File: src/rtl/kport_pkg.sv
package kport_pkg;
  localparam int KP_AW = 3;
  localparam int KP_DW = 8;
  localparam int KP_PW = 2;

  localparam logic [KP_AW-1:0] KP_LVL_A  = 3'd0;
  localparam logic [KP_AW-1:0] KP_LVL_B  = 3'd1;
  localparam logic [KP_AW-1:0] KP_MASK_A = 3'd2;
  localparam logic [KP_AW-1:0] KP_POL_A  = 3'd3;
  localparam logic [KP_AW-1:0] KP_POL_B  = 3'd4;
  localparam logic [KP_AW-1:0] KP_PRIO   = 3'd5;
  localparam logic [KP_AW-1:0] KP_ENAB   = 3'd6;
  localparam logic [KP_AW-1:0] KP_FLAG   = 3'd7;

  typedef logic [KP_PW-1:0] kp_prio_t;
endpackage

File: src/rtl/kport_rst_sync.sv
module kport_rst_sync (
  input  logic clk,
  input  logic arst_n,
  output logic rst_sync_n
);
  logic stage0_q, stage1_q;

  always_ff @(posedge clk or negedge arst_n) begin
    if (!arst_n) begin
      stage0_q <= 1'b0;
      stage1_q <= 1'b0;
    end else begin
      stage0_q <= 1'b1;
      stage1_q <= stage0_q;
    end
  end

  assign rst_sync_n = stage1_q;
endmodule

File: src/rtl/kport_sync_edge.sv
module kport_sync_edge #(
  parameter int W = 8
) (
  input  logic         clk,
  input  logic         rst_n,
  input  logic [W-1:0] pin_i,
  input  logic [W-1:0] fall_sel_i,
  output logic [W-1:0] level_o,
  output logic [W-1:0] event_o
);
  logic [W-1:0] meta_q, cur_q, prev_q;

  always_ff @(posedge clk or negedge rst_n) begin
    if (!rst_n) begin
      meta_q <= '0;
      cur_q  <= '0;
      prev_q <= '0;
    end else begin
      meta_q <= pin_i;
      cur_q  <= meta_q;
      prev_q <= cur_q;
    end
  end

  assign level_o = cur_q;

  for (genvar i = 0; i < W; i++) begin : g_pin
    logic rise, fall;
    assign rise = cur_q[i] & ~prev_q[i];
    assign fall = ~cur_q[i] & prev_q[i];
    assign event_o[i] = fall_sel_i[i] ? fall : rise;

    AST_EDGE_IS_CHANGE: assert property (@(posedge clk) disable iff (!rst_n)
      event_o[i] |-> (level_o[i] != $past(level_o[i])));
    AST_EDGE_POLARITY: assert property (@(posedge clk) disable iff (!rst_n)
      event_o[i] |-> (level_o[i] == ~fall_sel_i[i]));
  end
endmodule

File: src/rtl/kport_req.sv
module kport_req
  import kport_pkg::*;
#(
  parameter int W = 1
) (
  input  logic         clk,
  input  logic         rst_n,
  input  logic [W-1:0] flag_i,
  input  logic [W-1:0] en_i,
  input  kp_prio_t     prio_i,
  output logic         req_o,
  output kp_prio_t     lvl_o
);
  logic pending;

  always_comb begin
    pending = |(flag_i & en_i);
    req_o   = pending && (prio_i != '0);
    lvl_o   = req_o ? prio_i : '0;
  end

  AST_REQ_HAS_LEVEL: assert property (@(posedge clk) disable iff (!rst_n)
    req_o |-> (lvl_o != '0));
  AST_IDLE_LEVEL_ZERO: assert property (@(posedge clk) disable iff (!rst_n)
    !req_o |-> (lvl_o == '0));
endmodule

File: src/rtl/kport_irq_unit.sv
module kport_irq_unit
  import kport_pkg::*;
#(
  parameter int NA = 8,
  parameter int NB = 4
) (
  input  logic             clk,
  input  logic             rst_n,
  input  logic [NA-1:0]    pins_a,
  input  logic [NB-1:0]    pins_b,
  input  logic [KP_AW-1:0] bus_addr,
  input  logic             bus_wr,
  input  logic [KP_DW-1:0] bus_wdata,
  output logic [KP_DW-1:0] bus_rdata,
  output logic             irq_a_req,
  output logic [KP_PW-1:0] irq_a_lvl,
  output logic             irq_b_req,
  output logic [KP_PW-1:0] irq_b_lvl
);
  logic rst_int_n;

  logic [NA-1:0] lvl_a, ev_a;
  logic [NB-1:0] lvl_b, ev_b;

  logic [NA-1:0] mask_q, pol_a_q;
  logic [NB-1:0] pol_b_q, en_b_q, flag_b_q;
  kp_prio_t      prio_a_q, prio_b_q;
  logic          en_a_q, flag_a_q;

  logic          we_mask, we_pol_a, we_pol_b, we_prio, we_en;
  logic [NA-1:0] mask_d, pol_a_d;
  logic [NB-1:0] pol_b_d, en_b_d, clr_b, flag_b_d;
  kp_prio_t      prio_a_d, prio_b_d;
  logic          en_a_d, clr_a, flag_a_d;
  logic [KP_DW-1:0] rdata_c;

  kport_rst_sync u_rst (
    .clk        (clk),
    .arst_n     (rst_n),
    .rst_sync_n (rst_int_n)
  );

  kport_sync_edge #(.W(NA)) u_edge_a (
    .clk        (clk),
    .rst_n      (rst_int_n),
    .pin_i      (pins_a),
    .fall_sel_i (pol_a_q),
    .level_o    (lvl_a),
    .event_o    (ev_a)
  );

  kport_sync_edge #(.W(NB)) u_edge_b (
    .clk        (clk),
    .rst_n      (rst_int_n),
    .pin_i      (pins_b),
    .fall_sel_i (pol_b_q),
    .level_o    (lvl_b),
    .event_o    (ev_b)
  );

  // next-state: write decode and flag update
  always_comb begin
    we_mask  = bus_wr && (bus_addr == KP_MASK_A);
    we_pol_a = bus_wr && (bus_addr == KP_POL_A);
    we_pol_b = bus_wr && (bus_addr == KP_POL_B);
    we_prio  = bus_wr && (bus_addr == KP_PRIO);
    we_en    = bus_wr && (bus_addr == KP_ENAB);

    mask_d   = bus_wdata[NA-1:0];
    pol_a_d  = bus_wdata[NA-1:0];
    pol_b_d  = bus_wdata[NB-1:0];
    prio_a_d = bus_wdata[KP_PW-1:0];
    prio_b_d = bus_wdata[2*KP_PW-1:KP_PW];
    en_a_d   = bus_wdata[0];
    en_b_d   = bus_wdata[NB:1];

    clr_a    = bus_wr && (bus_addr == KP_FLAG) && bus_wdata[0];
    clr_b    = (bus_wr && (bus_addr == KP_FLAG)) ? bus_wdata[NB:1] : '0;

    // an edge in the cycle of a clear wins
    flag_a_d = (flag_a_q && !clr_a) || (|(ev_a & mask_q));
    flag_b_d = (flag_b_q & ~clr_b) | ev_b;
  end

  always_ff @(posedge clk or negedge rst_int_n) begin
    if (!rst_int_n) begin
      mask_q   <= '0;
      pol_a_q  <= '1;
      pol_b_q  <= '1;
      prio_a_q <= '0;
      prio_b_q <= '0;
      en_a_q   <= 1'b0;
      en_b_q   <= '0;
      flag_a_q <= 1'b0;
      flag_b_q <= '0;
    end else begin
      if (we_mask)  mask_q  <= mask_d;
      if (we_pol_a) pol_a_q <= pol_a_d;
      if (we_pol_b) pol_b_q <= pol_b_d;
      if (we_prio) begin
        prio_a_q <= prio_a_d;
        prio_b_q <= prio_b_d;
      end
      if (we_en) begin
        en_a_q <= en_a_d;
        en_b_q <= en_b_d;
      end
      flag_a_q <= flag_a_d;
      flag_b_q <= flag_b_d;
    end
  end

  always_comb begin
    rdata_c = '0;
    case (bus_addr)
      KP_LVL_A:  rdata_c[NA-1:0]      = lvl_a;
      KP_LVL_B:  rdata_c[NB-1:0]      = lvl_b;
      KP_MASK_A: rdata_c[NA-1:0]      = mask_q;
      KP_POL_A:  rdata_c[NA-1:0]      = pol_a_q;
      KP_POL_B:  rdata_c[NB-1:0]      = pol_b_q;
      KP_PRIO:   rdata_c[2*KP_PW-1:0] = {prio_b_q, prio_a_q};
      KP_ENAB:   rdata_c[NB:0]        = {en_b_q, en_a_q};
      KP_FLAG:   rdata_c[NB:0]        = {flag_b_q, flag_a_q};
      default:   rdata_c              = '0;
    endcase
  end

  assign bus_rdata = rdata_c;

  kport_req #(.W(1)) u_req_a (
    .clk    (clk),
    .rst_n  (rst_int_n),
    .flag_i (flag_a_q),
    .en_i   (en_a_q),
    .prio_i (prio_a_q),
    .req_o  (irq_a_req),
    .lvl_o  (irq_a_lvl)
  );

  kport_req #(.W(NB)) u_req_b (
    .clk    (clk),
    .rst_n  (rst_int_n),
    .flag_i (flag_b_q),
    .en_i   (en_b_q),
    .prio_i (prio_b_q),
    .req_o  (irq_b_req),
    .lvl_o  (irq_b_lvl)
  );

  AST_MASK_BLOCKS: assert property (@(posedge clk) disable iff (!rst_int_n)
    (!flag_a_q && ((ev_a & mask_q) == '0)) |=> !flag_a_q);
  AST_FLAG_STICKY: assert property (@(posedge clk) disable iff (!rst_int_n)
    (flag_a_q && !(bus_wr && bus_addr == KP_FLAG && bus_wdata[0])) |=> flag_a_q);
  AST_EDGE_BEATS_CLEAR: assert property (@(posedge clk) disable iff (!rst_int_n)
    ((ev_b & clr_b) != '0) |=> ((flag_b_q & $past(ev_b & clr_b)) == $past(ev_b & clr_b)));
  AST_ZERO_PRIO_SILENT: assert property (@(posedge clk) disable iff (!rst_int_n)
    (prio_a_q == '0) |-> !irq_a_req);
endmodule

File: config.mk
export PLATFORM = sky130hd
export DESIGN_NAME = kport_irq_unit
export DESIGN_NICKNAME = d
export VERILOG_FILES = /design/src/rtl/kport_pkg.sv /design/src/rtl/kport_rst_sync.sv /design/src/rtl/kport_sync_edge.sv /design/src/rtl/kport_req.sv /design/src/rtl/kport_irq_unit.sv
export SDC_FILE = /design/constraint.sdc
export NUM_CORES = 1
export LEC_CHECK = 0
export BUFFER_PORTS_ARGS = -buffer_cell sky130_fd_sc_hd__buf_2
export CORE_ASPECT_RATIO = 0.7
export CORE_MARGIN = 2
export CORE_UTILIZATION = 51
export DETAILED_ROUTE_END_ITERATION = 12
export GPL_ROUTABILITY_DRIVEN = 1
export PLACE_DENSITY = 0.86
export REMOVE_ABC_BUFFERS = 1
export SKIP_LAST_GASP = 1
export SYNTH_ARGS = -nofsm -noshare
export SYNTH_HDL_FRONTEND = slang
export SYNTH_HIERARCHICAL = 1
export SYNTH_SLANG_ARGS = --single-unit
File: constraint.sdc
create_clock -name clk -period 2.08 [get_ports clk]
set_clock_uncertainty 0.05 [all_clocks]
set_input_delay 0.416 -clock clk [delete_from_list [all_inputs] [get_ports clk]]
set_output_delay 0.416 -clock clk [all_outputs]
set_load 0.01 [all_outputs]
==> flow_metrics.tcl <==
set metrics [dict create \
    hold_path_class "in2reg" \
    crit_chain "mux2i_1, mux4_2, nor2_1, buf_2" \
    dp_hpwl_um 4520 \
    rsz0062_at_grt "true" \
    critPathMaxStageDelay_ns 0.53 \
    initial_core_util_pct 53.6 \
    regArea_um2 1820 \
    clkTransAtPathRegs_ns 0.08 \
    r2r_slack_ns 0.68 \
    dp_slack_ns 0.0956 \
    yosysWarnings 6 \
    timing.rr.start "pol_a_q[3]" \
    drc 0 \
    power_leakage_nw 1.64 \
    drt-pass1-iter-count 4 \
    synth-edff-count 0 \
    die_w_um 97.5 \
    htree_levels 3 \
    async_flop_share_pct 100 \
    vias_per_cell 5.62 \
    grtUsageTotal_pct 19.6 \
    cts_made_buffers 9 \
    crit_path_end_kind "output pin" \
    avgSynthCellArea_um2 13.7 \
    root_buffer "clkbuf_8" \
    antenna_found_initial 0 \
    crit_path_start_kind "flip-flop" \
    multi_input_area_um2 1220 \
    cts_sinks 72 \
    die_h_um 69.4 \
    yosysSeqAreaShare_pct 58.3 \
    hold_violations 0 \
    crit_start "pol_b_q[1]" \
    finalWorstSetupSlack_ns -0.0263 \
    cts_tree "built" \
    holdWs_ns 0.113 \
    fin_crit_sh_pct 101 \
    port_buffers 39 \
    grt_pass1_vias 1997 \
    fin_total_pwr_mw 3.63 \
    grt_max_degree 71 \
    drive_gt1_share_pct 44.4 \
    ys.flop_type "dfrtp_1" \
    gr-total-overflow 0 \
    grt_pass1_wl_um 10100 \
    synth_top_area_share_pct 48.2 \
    worstPathMaxFanout 2 \
    synth_area_leaders "dfrtp_1, dfstp_2, mux2_2" \
    wl_per_cell_um 17.2 \
    cpMaxStageDelayCell "dfstp_2" \
    cp.arrival_ns 1.64 \
    synthDistinctLibCells 41 \
    dp.cells 342 \
    syn_inst 227 \
    antenna_cells 0 \
    num_vias 2030 \
    gp_congestion 0.848 \
    areaGrowthSynthToFinish_pct 18.1 \
    yosysMostFrequentCell "dfrtp_1" \
    drtIter0Drc 79 \
    clk_latency_ns 0.35 \
    drv_cap 0 \
    period_minus_slack_ns 2.11 \
    layout.cells.non_filler 361 \
    setup_viol 1 \
    cts_resized 0 \
    nFillCells 462 \
    rows 23 \
    crit_required_ns 1.61 \
    cp_top_family "multiplexers" \
    coreArea_um2 5810 \
    io_pins 40 \
    drv_slew 0 \
    finalNetCount 307 \
    peakVddDrop_v 0.000645 \
    path_buf_inv 1 \
    drt-total-wl_um 6200 \
    ant_nets 0 \
    path_class "reg2out" \
    die-area_um2 6770 \
    synth.ff_latch_count 72 \
    outcome "finished, violations left" \
    clockBufferDepth 2 \
    min_from "pins_a[5]" \
    yosysTopAreaCell "dfrtp_1" \
    violations "negative setup slack" \
    powerDensity_nw_per_um2 985 \
    timing.fmax_ghz 0.475 \
    yosys-top-cells-count "dfrtp_1, mux2_2, nand2_1, mux2i_1" \
    syn-cell-area_um2 3120 \
]
-- cells by family (layout without fill, tap and decap cells) --
kind of cell,count (synthesis),after routing,share of synthesized area (%)
DFF,72,72,58.3
and+or+nand+nor,56,56,10.4
muxes,47,47,17.2
AOI/OAI and AO/OA,41,41,11.6
buffers and inverters,10,69,2.49
other,1,1,0.120
-- through the flow --
step                      TNS [ns]  utilization [%]  area [um^2]
after floorplan              -5.95                -         3040
after global placement           0             58.9         3430
after detailed placement         0             58.9         3430
after CTS                  -0.0465             63.3         3680
after global routing       -0.0807             63.3         3680
final                      -0.0263             63.3         3680
-- metal layers --
metal	GRT usage [%]	vias up	wire, um
met5	0	-	0
met4	6.94	0	85
met3	6.35	11	362
met2	28.1	62	2770
met1	28.1	1020	2980
li1	-	937	-
-- cells in the final DEF (no fill, tap or decap), types with 2 or more instances in the layout --
master | synthesis | layout
dfrtp_1 | 60 | 59
buf_2 | 2 | 39
mux2_2 | 26 | 26
nand2_1 | 17 | 17
mux2i_1 | 16 | 16
buf_4 | 4 | 12
dfstp_2 | 12 | 12
nand2b_1 | 12 | 12
clkbuf_8 | 0 | 11
o22ai_2 | 10 | 10
nor2_1 | 7 | 7
a22oi_1 | 5 | 5
a21o_1 | 5 | 5
o22ai_1 | 4 | 4
mux2_4 | 4 | 4
nand3_1 | 3 | 3
o21a_1 | 3 | 3
nor3b_1 | 3 | 3
a211oi_1 | 3 | 3
o22a_1 | 3 | 3
bufinv_16 | 0 | 2
nand3b_1 | 2 | 2
o21ai_1 | 2 | 2
a22oi_2 | 2 | 2
a21boi_1 | 2 | 2
-- area by class of cell --
class | count | area share [%]
clock buffer | 12 | 4.21
sequential | 72 | 49.4
multi-input combinational | 145 | 33.2
timing repair buffer | 53 | 8.56
tap | 75 | 2.55
clock inverter | 4 | 2.07
-- worst register-to-register path: stages, from the launching register on --
cell and delay, ns:
dfstp_2 0.57, o22ai_2 0.09, a22oi_1 0.27, nand4_1 0.14, a21o_1 0.17
-- power by group --
part | total [mW] | internal (mW) | switching, mW
Sequential | 1.78 | 1.61 | 0.169
Clock | 1.25 | 0.745 | 0.503
Combinational | 0.601 | 0.335 | 0.266
-- path summary, 6_finish.rpt --
| check | end | depth (start not counted) |
|---|---|---|
| worst min register to register | u_edge_a/level_o[4] | 1 |
| min in group asynchronous | u_edge_a/level_o[4] | 1 |
| worst max register to register | flag_a_q | 4 |
| max in group asynchronous | pol_b_q[0] | 1 |
| worst min-delay path | u_edge_a/meta_q[5] | 1 |
| worst max-delay path | bus_rdata[1] | 4 |
-- flip-flops by register name, summed over array words and instances, names as in the netlist, 2 cells and up --
name and cells:
prio_b_q 2, mask_q 8, u_edge_b/meta_q 4, u_edge_a/prev_q 8, u_edge_b/prev_q 4, pol_b_q 4
u_edge_a/level_o 8, u_edge_b/level_o 4, flag_b_q 4, en_b_q 4, prio_a_q 2, u_edge_a/meta_q 8
pol_a_q 8
-- timing repair --
item | CTS | global route
hold buffers | 1 | 0
buffers inserted | 2 | 0
pin swaps | 1 | 0
endpoints found under the setup margin | 1 | 1
cloned | 0 | 0
endpoints found under the hold margin | 2 | 0
Power figures use the tool's default switching activity.
